### src/rtl/gate_pkg.sv
package gate_pkg;
    typedef enum logic {
        MODE_CLOCK  = 1'b0,
        MODE_LOADEN = 1'b1
    } gate_mode_e;
endpackage

### src/rtl/change_detect.sv
module change_detect #(
    parameter int WIDTH = 8
) (
    input  logic [WIDTH-1:0] cur_i,
    input  logic [WIDTH-1:0] nxt_i,
    output logic [WIDTH-1:0] flag_o,
    output logic             req_o
);
    for (genvar b = 0; b < WIDTH; b++) begin : g_bit
        assign flag_o[b] = cur_i[b] ^ nxt_i[b];
    end
    assign req_o = |flag_o;
endmodule

### src/rtl/clock_gater.sv
module clock_gater import gate_pkg::*; #(
    parameter gate_mode_e MODE = MODE_LOADEN
) (
    input  logic clk_i,
    input  logic gclk_i,
    input  logic rst_ni,
    input  logic en_i,
    output logic en_o,
    output logic gclk_o
);
    if (MODE == MODE_CLOCK) begin : g_latch
        logic en_lat;
        always_latch begin
            if (!rst_ni) begin
                en_lat = 1'b1;
            end else if (!gclk_i) begin
                en_lat = en_i;
            end
        end
        assign en_o   = en_lat;
        assign gclk_o = clk_i & en_lat;
    end else begin : g_loaden
        logic unused_gclk;
        assign unused_gclk = gclk_i ^ rst_ni;
        assign en_o        = en_i;
        assign gclk_o      = clk_i;
    end
endmodule

### src/rtl/adaptive_gated_reg_group.sv
module adaptive_gated_reg_group import gate_pkg::*; #(
    parameter int         WIDTH = 8,
    parameter int         CNT_W = 16,
    parameter gate_mode_e MODE  = MODE_LOADEN
) (
    input  logic             clk_i,
    input  logic             gclk_i,
    input  logic             rst_ni,
    input  logic             parent_en_i,
    input  logic [WIDTH-1:0] data_i,
    output logic [WIDTH-1:0] data_o,
    output logic             grp_req_o,
    output logic [CNT_W-1:0] skip_cnt_o
);
    localparam logic [CNT_W-1:0] CNT_ONE = CNT_W'(1);

    typedef struct packed {
        logic             first;
        logic [CNT_W-1:0] cnt;
    } ctl_t;

    ctl_t             ctl_d, ctl_q;
    logic [WIDTH-1:0] data_q;
    logic [WIDTH-1:0] bit_flags;
    logic             req;
    logic             en_raw;
    logic             edge_en;
    logic             reg_clk;

    change_detect #(.WIDTH(WIDTH)) u_chg (
        .cur_i  (data_q),
        .nxt_i  (data_i),
        .flag_o (bit_flags),
        .req_o  (req)
    );

    // First edge after reset always loads; afterwards a change plus a grant.
    assign en_raw = ctl_q.first | (parent_en_i & req);

    clock_gater #(.MODE(MODE)) u_gate (
        .clk_i  (clk_i),
        .gclk_i (gclk_i),
        .rst_ni (rst_ni),
        .en_i   (en_raw),
        .en_o   (edge_en),
        .gclk_o (reg_clk)
    );

    always_comb begin
        ctl_d       = ctl_q;
        ctl_d.first = 1'b0;
        if (!edge_en) begin
            ctl_d.cnt = ctl_q.cnt + CNT_ONE;
        end
    end

    always_ff @(posedge clk_i or negedge rst_ni) begin
        if (!rst_ni) begin
            ctl_q <= '{first: 1'b1, cnt: '0};
        end else begin
            ctl_q <= ctl_d;
        end
    end

    if (MODE == MODE_CLOCK) begin : g_gated_store
        always_ff @(posedge reg_clk or negedge rst_ni) begin
            if (!rst_ni) begin
                data_q <= '0;
            end else begin
                data_q <= data_i;
            end
        end
    end else begin : g_enable_store
        logic [WIDTH-1:0] data_d;
        logic             unused_rclk;
        assign unused_rclk = reg_clk;
        always_comb begin
            data_d = edge_en ? data_i : data_q;
        end
        always_ff @(posedge clk_i or negedge rst_ni) begin
            if (!rst_ni) begin
                data_q <= '0;
            end else begin
                data_q <= data_d;
            end
        end
    end

    assign data_o     = data_q;
    assign grp_req_o  = req;
    assign skip_cnt_o = ctl_q.cnt;
endmodule


### config.mk
export PLATFORM = sky130hd
export DESIGN_NAME = adaptive_gated_reg_group
export DESIGN_NICKNAME = d
export VERILOG_FILES = /design/src/rtl/gate_pkg.sv /design/src/rtl/change_detect.sv /design/src/rtl/clock_gater.sv /design/src/rtl/adaptive_gated_reg_group.sv
export SDC_FILE = /design/constraint.sdc
export NUM_CORES = 1
export LEC_CHECK = 0
export ABC_AREA = 1
export BUFFER_PORTS_ARGS = -buffer_cell sky130_fd_sc_hd__buf_2
export CAP_MARGIN = 20
export CORE_MARGIN = 10
export CORE_UTILIZATION = 48
export DETAILED_ROUTE_END_ITERATION = 6
export MAX_ROUTING_LAYER = met4
export PLACE_DENSITY = 0.75
export REMOVE_ABC_BUFFERS = 1
export SLEW_MARGIN = 40
export SYNTH_ARGS = -nofsm -noshare
export SYNTH_HDL_FRONTEND = slang
export SYNTH_SLANG_ARGS = --single-unit
### constraint.sdc
create_clock -name clk_i -period 1.3 [get_ports clk_i]
set_input_delay 0.065 -clock clk_i [delete_from_list [all_inputs] [get_ports clk_i]]
set_output_delay 0.065 -clock clk_i [all_outputs]
set_load 0.01 [all_outputs]
Yosys cells after proc, flatten, opt, wreduce, memory -nomap -nowiden
Index checks and enable logic that the tools add are counted.

Register bits after elaboration: 25. Input bits: 12.

$add $sub $neg: 1. Bitwise operators: 10. Reduce and logical (&&, ||, !) cells: 1.

Operators by type and width (count): $add A16 B1 Y16 const B (1); $reduce_or A8 Y1 (1); $xor A1 B1 Y1 (8); $and A1 B1 Y1 (1); $or A1 B1 Y1 (1).

Longest topological paths before layout
Gate-level depths: netlist (run 1).

Word-level depth: 4. Gate-level depth with buffers: 11. Gate-level depth less buffers: 10.

Modules after synthesis
A second synthesis (run 1) with hierarchy kept.

Cell total of the unflattened synthesis: 201. Area total of the unflattened synthesis: 1483.9 um2.

Modules (own cells, without submodules): adaptive_gated_reg_group (instances 1, cells an instance 144, area each 1260.0 um2); change_detect (instances 1, cells an instance 55, area each 209.0 um2); clock_gater (instances 1, cells an instance 2, area each 15.0 um2).

Worst setup path before layout (run 1)
No wires, ideal clock.

Path kind: reg-to-reg. Start point: register ctl_q, in the netlist skip_cnt_o[0]. End point: register ctl_q, in the netlist skip_cnt_o[10]. Library setup time: 117 ps. Data arrival time: 1224 ps. Data required time: 1183 ps. Path slack: -41 ps. Stages on the path, launching flop included: 8. Buffers on the path: 0. Period minus slack after synthesis: 1341 ps. Path through: dfrtp_1 ha_1 and3_1 nand2_1 nor3_2 nand2_1 nand2_1 nand2_1.

Word-level cells in the longest chain between the ends: 1.

RTL lines: start, declared (line adaptive_gated_reg_group.sv:22) `ctl_t ctl_d, ctl_q;`; start signal, assigned (line adaptive_gated_reg_group.sv:59) `ctl_q <= '{first: 1'b1, cnt: '0};`; start signal, assigned (line adaptive_gated_reg_group.sv:61) `ctl_q <= ctl_d;`; $add A16 B1 Y16 (line adaptive_gated_reg_group.sv:53) `ctl_d.cnt = ctl_q.cnt + CNT_ONE;`.

No other way between the ends. A chain may end at the register's enable or synchronous reset.

Worst setup path after layout (run 1)
Start point: register data_q[6] (netlist: data_o[6]). End point: register ctl_q, in the netlist skip_cnt_o[12].

Word-level cells in the longest chain between the ends: 4.

RTL lines: start, declared (line adaptive_gated_reg_group.sv:23) `logic [WIDTH-1:0] data_q;`; start signal, assigned (line adaptive_gated_reg_group.sv:84) `data_q <= data_d;`; $xor A1 B1 Y1 (line change_detect.sv:10) `assign flag_o[b] = cur_i[b] ^ nxt_i[b];`; $reduce_or A8 Y1 (line change_detect.sv:12) `assign req_o = |flag_o;`; $and A1 B1 Y1 (line adaptive_gated_reg_group.sv:38) `assign en_raw = ctl_q.first | (parent_en_i & req);`; $or A1 B1 Y1 (line adaptive_gated_reg_group.sv:38).

No other way between the ends.

==> results of run 1 <==
worst max path at each step:
stage / slack, ps / from / cells after the start / end
2_1_floorplan: -490 / data_o[3] / 10 / data_o[0]
3_3_place_gp: -80 / data_o[3] / 11 / skip_cnt_o[1]
3_5_place_dp: -110 / data_o[3] / 11 / skip_cnt_o[12]
4_1_cts: -100 / data_o[0] / 7 / grp_req_o
5_1_grt: -240 / data_o[0] / 11 / skip_cnt_o[1]
6_report: -170 / data_o[6] / 9 / skip_cnt_o[12]
kinds of logic (layout without fill, tap and decap cells):
kind of cell	Yosys count	after routing
buffers and inverters	44	92
flip-flops	25	25
adder cells (fa/ha/maj)	1	1
AO/OA/AOI/OAI	1	1
AND/OR/NAND/NOR	152	152
other	1	1
XOR/XNOR	9	9
what timing repair did:
item,in CTS,in global routing
cloned,0,0
endpoints found under the hold margin,32,1
resized for setup,24,20
pin swaps,5,7
buffers inserted,1,0
endpoints found under the setup margin,25,25
cell type report:
type / count / share of cell area (%)
multi-input combinational: 164 / 40.5
sequential: 25 / 29.6
timing repair buffer: 67 / 22.1
inverter: 21 / 3.71
tap: 46 / 2.71
clock buffer: 3 / 1.06
clock inverter: 1 / 0.354
cell usage in the layout (no fill, tap or decap), types with 2 or more instances in the layout:
cell,instances
nand2_1,70
buf_2,34
nand3_1,27
dfrtp_1,23
nand2_2,22
inv_1,20
buf_4,19
nor2_1,14
dlygate4sd3_1,8
nand2_4,6
xnor2_1,5
nand4_1,4
buf_6,4
xor2_1,3
clkbuf_4,3
nor2_2,2
nand3_2,2
nor3_2,2
buf_8,2
Yosys cell counts (all sizes together):
| cell | count |
|---|---|
| dfrtp | 24 |
| and3 | 1 |
| xor2 | 3 |
| nor3 | 3 |
| o21ai | 1 |
| xnor2 | 6 |
| nand4 | 4 |
| dfstp | 1 |
| nand3b | 1 |
| nand3 | 29 |
| buf | 22 |
| inv | 21 |
| nor2 | 16 |
| nand2 | 98 |
| ha | 1 |
| conb | 1 |
| clkbuf | 1 |
worst reg2reg max path, stage by stage, from the launching register on:
cell and delay [ps]:
dfrtp_1 430, xnor2_1 190, nand2_2 80, nor2_2 130, nand2_2 100, nand2_4 110, nand2_4 70, buf_8 150
nand2_2 60, nand2_2 50
flip-flops by register name (all words and copies together), names as in the netlist:
register    count
ctl_q           1
data_o          8
skip_cnt_o     16
power by group through the flow:
stage          combinational (mW)  sequential (mW)  clock, mW
4_1_cts                     0.615            0.914      0.383
2_1_floorplan               0.193            0.993          0
3_5_place_dp                0.564            0.928          0
3_3_place_gp                0.557            0.925          0
6_report                    0.662            0.915      0.372
5_1_grt                     0.731            0.929      0.414
per-stage QoR:
stage	setup slack (ps)	area [µm²]	TNS [ps]	power (mW)	hold WS, ps
final	-172	2120	-3480	1.95	-40.6
after global routing	-245	2120	-5500	2.07	-54.1
after CTS	-101	2060	-1950	1.91	-42.2
after detailed placement	-109	1870	-2320	1.49	93.3
after global placement	-78.2	1870	-1520	1.48	90.1
after floorplan	-488	1460	-10230	1.19	-231
per-layer routing:
| metal | GRT usage, % | vias up | part of all wire, % |
|---|---|---|---|
| met1 | 16.5 | 741 | 42 |
| li1 | - | 802 | - |
| met5 | - | - | 0 |
| met4 | 4.30 | 0 | 1.0 |
| met3 | 2.39 | 4 | 5.0 |
| met2 | 25.7 | 42 | 52 |
==> reports/results.txt, run 1 <==
Port bufs -> 35
Largest cells by area after synthesis -> dfrtp_1 36%, nand2_1 22%, nand3_1 8.2%
Filler instances -> 291
Post-synthesis area per instance -> 7.07 µm²
Pleak -> 1.14 nW
Nets@finish -> 295
WP data required -> 1530 ps
Drt wl/cell -> 13.1 µm
Largest net degree at the start of global routing -> 26
Reg2reg start -> data_o[6]
Critical path's slowest cell -> dfrtp_1
Main combinational cell family by area after synthesis -> simple AND/OR/NAND/NOR gates
Kind of critical path -> flip-flop to flip-flop
Slew headroom -> 61.0%
Via density -> 4.86
Gr usage total -> 14.5%
Tmin final -> 1470 ps
Clk sinks -> 25
Cts hold-fix bufs -> 8
Post-Synth Adder-Cell Area -> 0.760%
Antenna-violating nets left -> 0
Die width -> 78.6 µm
R2R cell count -> 9
Sequential cell area -> 628 µm²
Worst Max-Slew Pin Slew -> 585 ps
Hold depth -> 3
Reg2Reg Setup Slack -> -170 ps
Via count -> 1589
Most frequent CP cell -> nand2_2
WHS -> -40.6 ps
Critical hold path startpoint -> data_i[1]
Skew final -> 16.8 ps
WP data arrival -> 1700 ps
Mux share of post-synthesis cell area -> 0%
P_sw -> 0.669 mW
GRT Residual Overflow -> 0
Largest area contributor in the netlist -> dfrtp_1
Setup Viol. Count Final -> 25
CP Launch Type -> flip-flop
Clk pwr share -> 19.1%
DR iter-0 viols -> 191
Comb power frac -> 33.9%
Cells after DPL -> 314
Vias in the first global route -> 1616
Num rows -> 21
First-pass GRT wire length -> 7.24 mm
Outcome -> finished, violations left
FF-to-FF End -> skip_cnt_o[12]
FMAX -> 679 MHz
Area occupied by multi-input gates -> 860 µm²
Netlist cell types -> 24
Simple-gate area share of the yosys netlist -> 39.7%
CP Cell Sequence -> xnor2_1 > nand2_2 > nor2_2 > nand2_2 > nand2_4 > nand2_4 > buf_8 > nand2_2 > nand2_2
Peak supply drop -> 585 µV
Final core utilization -> 63.6%
Clock transition at path regs -> 160 ps
Tcrit/Tclk final -> 113%
Final std cells w/o fill -> 327
Power Density -> 918 mW/mm²
Max incr delay on CP -> 430 ps
Post-synthesis sequential area ratio -> 38.1%
H-tree depth -> 1
Max-capacitance violation count -> 0
Hold Crit Class -> input port to flip-flop
CTS max path bufs -> 2
Die area -> 0.00617 mm²
Initial antenna violation count -> 0
Xor and xnor area share after synthesis -> 4.79%
Fin. Hold Viols -> 1
Starting density of the core -> 49.3%
Detailed-route DRC error count -> 0
Crit-path max FO -> 7
First-pass DRT Iterations -> 4
Number of buffers created by CTS -> 3
Internal Power -> 1.28 mW
Diodes inserted -> 0
GPL Wtd Cong -> 0.924
Die span in y -> 78.6 µm
Clk_lat worst skew -> 330 ps
RSZ-0062 raised after global routing -> yes
Switching Fraction -> 34.3%
Cells after Synth -> 233
Syn-to-layout area delta -> 28.9%
CP Capture Type -> flip-flop
Hold endpoint -> data_o[1]
Final WS setup -> -172 ps
Sequential share of power -> 46.9%
Post-synthesis sequential element count -> 25
Core area -> 0.00334 mm²
CTS Root Cell -> clkbuf_4
CTS tree -> built
Synth Cell Area -> 0.00165 mm²
Final slew viol count -> 0
Crit-path leading delay family -> simple AND/OR/NAND/NOR gates
Post-synth top area share -> 36.5%
Synthesis Warnings -> 0
Failing checks -> hold timing, setup timing
Share of post-route cells with drive strength above 1 -> 35.9%
I/O pins -> 37
WL final -> 4.29 mm
Hpwl dp -> 2.99 mm
Synth Area in Compound Gates -> 0.304%
CP Buf/Inv Count -> 1
Power figures use the tool's default switching activity.
==> run 2: changes to the inputs <==
--- a/config.mk
+++ b/config.mk
@@ -8,12 +8,14 @@
 export ABC_AREA = 1
 export BUFFER_PORTS_ARGS = -buffer_cell sky130_fd_sc_hd__buf_2
 export CAP_MARGIN = 20
-export CORE_MARGIN = 10
+export CORE_MARGIN = 4
 export CORE_UTILIZATION = 48
 export DETAILED_ROUTE_END_ITERATION = 6
 export MAX_ROUTING_LAYER = met4
 export PLACE_DENSITY = 0.75
+export RECOVER_POWER = 25
 export REMOVE_ABC_BUFFERS = 1
+export SETUP_SLACK_MARGIN = 0.3
 export SLEW_MARGIN = 40
 export SYNTH_ARGS = -nofsm -noshare
 export SYNTH_HDL_FRONTEND = slang
==> run 2 against run 1 <==
Effect of this change:
- the flow finishes with violations (setup timing)
- core utilization increased by 11 points
- power rose by 13%
- non-clock buffer count rose by 18
- wire length up 28%
- clock skew fell by 8.2 ps
- die area down 28%
- hold slack better by 250 ps
- final cell count rose by 5.5%
==> reports/results.txt, run 2 (synthesized netlist as in run 1, its figures left out) <==
CTS Root Cell -> clkbuf_4 (unchanged)
Final std cells w/o fill -> 345 (was 327)
Starting density of the core -> 49.3% (unchanged)
Power Density -> 885 mW/mm² (was 918 mW/mm²)
Crit-path max FO -> 5 (was 7)
GPL Wtd Cong -> 0.891 (was 0.924)
Highest-count cells in the layout ignoring fill and taps -> 71 x nand2_1, 32 x buf_6, 25 x nand3_1 (was 70 x nand2_1, 34 x buf_2, 27 x nand3_1, 23 x dfrtp_1, 22 x nand2_2)
Final WS setup -> -271 ps (was -172 ps)
FMAX -> 636 MHz (was 679 MHz)
WL final -> 5.50 mm (was 4.29 mm)
CP Cell Sequence -> buf_6 > nand3_1 > nor2_1 > nand3_1 > nand2_1 > nand2_1 > nand3_1 > nand2_1 (was xnor2_1 > nand2_2 > nor2_2 > nand2_2 > nand2_4 > nand2_4 > buf_8 > nand2_2 > nand2_2)
RSZ-0062 raised after global routing -> yes (unchanged)
Setup Viol. Count Final -> 26 (was 25)
Cells after DPL -> 315 (was 314)
Routing usage on met3 -> 3.04% (was 2.39%)
Worst Max-Slew Pin Slew -> 646 ps (was 585 ps)
Outcome -> finished, violations left (unchanged)
Skew final -> 8.51 ps (was 16.8 ps)
Number of buffers created by CTS -> 3 (unchanged)
WP data required -> 1550 ps (was 1530 ps)
FF-to-FF End -> skip_cnt_o[13] (was skip_cnt_o[12])
Failing checks -> setup timing (was hold timing, setup timing)
Via count -> 1845 (was 1589)
Max-capacitance violation count -> 0 (unchanged)
Hold Crit Class -> input port to flip-flop (unchanged)
Slew headroom -> 56.9% (was 61.0%)
H-tree depth -> 1 (unchanged)
Peak supply drop -> 656 µV (was 585 µV)
Share of post-route cells with drive strength above 1 -> 41.8% (was 35.9%)
Hold endpoint -> skip_cnt_o[3] (was data_o[1])
Nets@finish -> 313 (was 295)
Num rows -> 21 (unchanged)
Initial antenna violation count -> 0 (unchanged)
Syn-to-layout area delta -> 51.4% (was 28.9%)
Antenna-violating nets left -> 0 (unchanged)
Top Usage Layer GRT -> met2 (unchanged)
Hpwl dp -> 2.61 mm (was 2.99 mm)
Filler instances -> 219 (was 291)
Gr usage total -> 22.5% (was 14.5%)
Final slew viol count -> 0 (unchanged)
First-pass DRT Iterations -> 6 (was 4)
Commonest non-fill, non-tap cell in the layout -> nand2_1 (unchanged)
Diodes inserted -> 0 (unchanged)
Reg2reg start -> skip_cnt_o[0] (was data_o[6])
Critical hold path startpoint -> parent_en_i (was data_i[1])
Detailed-route DRC error count -> 0 (unchanged)
Final core utilization -> 74.7% (was 63.6%)
WP data arrival -> 1820 ps (was 1700 ps)
Met2 GRT Util -> 37.0% (was 25.7%)
R2R cell count -> 8 (was 9)
Pleak -> 1.31 nW (was 1.14 nW)
Clk_lat worst skew -> 340 ps (was 330 ps)
Max incr delay on CP -> 400 ps (was 430 ps)
Largest net degree at the start of global routing -> 26 (unchanged)
I/O pins -> 37 (unchanged)
Port bufs -> 35 (unchanged)
First-pass GRT wire length -> 7.47 mm (was 7.24 mm)
Reg2Reg Setup Slack -> -270 ps (was -170 ps)
Die area -> 0.00443 mm² (was 0.00617 mm²)
Kind of critical path -> flip-flop to flip-flop (unchanged)
Clk sinks -> 25 (unchanged)
Clock transition at path regs -> 150 ps (was 160 ps)
Hold depth -> 5 (was 3)
DR iter-0 viols -> 164 (was 191)
Met1 Resource Use GR -> 27.5% (was 16.5%)
Drt wl/cell -> 15.9 µm (was 13.1 µm)
Fin. Hold Viols -> 0 (was 1)
Core area -> 0.00334 mm² (unchanged)
Die span in y -> 66.6 µm (was 78.6 µm)
Tcrit/Tclk final -> 121% (was 113%)
CP Launch Type -> flip-flop (unchanged)
CTS tree -> built (unchanged)
Total power -> 2.21 mW (was 1.95 mW)
Vias in the first global route -> 1614 (was 1616)
GRT Residual Overflow -> 0 (unchanged)
CTS max path bufs -> 2 (unchanged)
CP Capture Type -> flip-flop (unchanged)
Die width -> 66.6 µm (was 78.6 µm)
Critical path's slowest cell -> dfrtp_1 (unchanged)
Tmin final -> 1570 ps (was 1470 ps)
Max FFs per register -> 16 (unchanged)
Via density -> 5.35 (was 4.86)
-- run 2: cell count changes in the layout (fill, tap and decap cells not counted), sizes merged --
cell	delta
dlygate4sd3	+1
clkbuf	+1
buf	+16
-- run 2: report_power, final --
part / leakage [nW] / switching, mW / internal (mW)
Sequential: 0.319 / 0.0933 / 0.858
Clock: 0.0139 / 0.261 / 0.118
Combinational: 0.979 / 0.414 / 0.462
-- run 2: layout make-up --
| cell class | instances | area, µm² | share of cell area (%) |
|---|---|---|---|
| multi-input combinational | 164 | 900 | 36.1 |
| clock buffer | 3 | 22.5 | 0.904 |
| timing repair buffer | 85 | 796 | 31.9 |
| sequential | 25 | 631 | 25.3 |
| tap | 46 | 57.6 | 2.31 |
| clock inverter | 1 | 7.51 | 0.301 |
| inverter | 21 | 78.8 | 3.16 |
-- run 2: routing by layer --
layer / share of wire [%] / wire length (µm)
met1: 37 / 2010
met2: 51 / 2830
met3: 6.8 / 375
met4: 5.2 / 285
met5: 0 / 0
-- run 2: repair_timing --
| item | CTS | global route |
|---|---|---|
| gates cloned | 1 | 0 |
| setup endpoints to repair | 46 | 49 |
| buffers inserted | 8 | 8 |
| hold endpoints to repair | 32 | 2 |
| pin swaps | 3 | 4 |
| resized for setup | 51 | 37 |
| hold buffers | 7 | 2 |
-- run 2: worst max-delay path, delay by kind of cell, from the launching register on --
| family | cells | cell delay [ps] |
|---|---|---|
| buffers and inverters | 1 | 130 |
| flip-flops | 1 | 400 |
| AND/OR/NAND/NOR | 7 | 940 |
-- run 2: stage by stage --
step / setup WS, ps / hold WS [ps] / TNS [ps] / instance area, µm²
after global routing: -371 / 233 / -8400 / 2490
after floorplan: -488 / -231 / -10230 / 1460
after CTS: -82.2 / -46.7 / -1650 / 2270
after global placement: -75.3 / 89.9 / -1590 / 1870
after detailed placement: -87.4 / 91.2 / -1740 / 1870
final: -271 / 212 / -5910 / 2490
-- run 2: worst max path at each step --
stage	from	end	slack (ps)	cells past startpoint
2_1_floorplan	data_o[3]	data_o[0]	-490	10
3_3_place_gp	data_o[3]	skip_cnt_o[1]	-80	11
3_5_place_dp	data_o[3]	data_o[1]	-90	11
4_1_cts	data_o[1]	data_o[5]	-80	9
5_1_grt	data_o[0]	data_o[3]	-370	11
6_report	skip_cnt_o[0]	skip_cnt_o[13]	-270	8
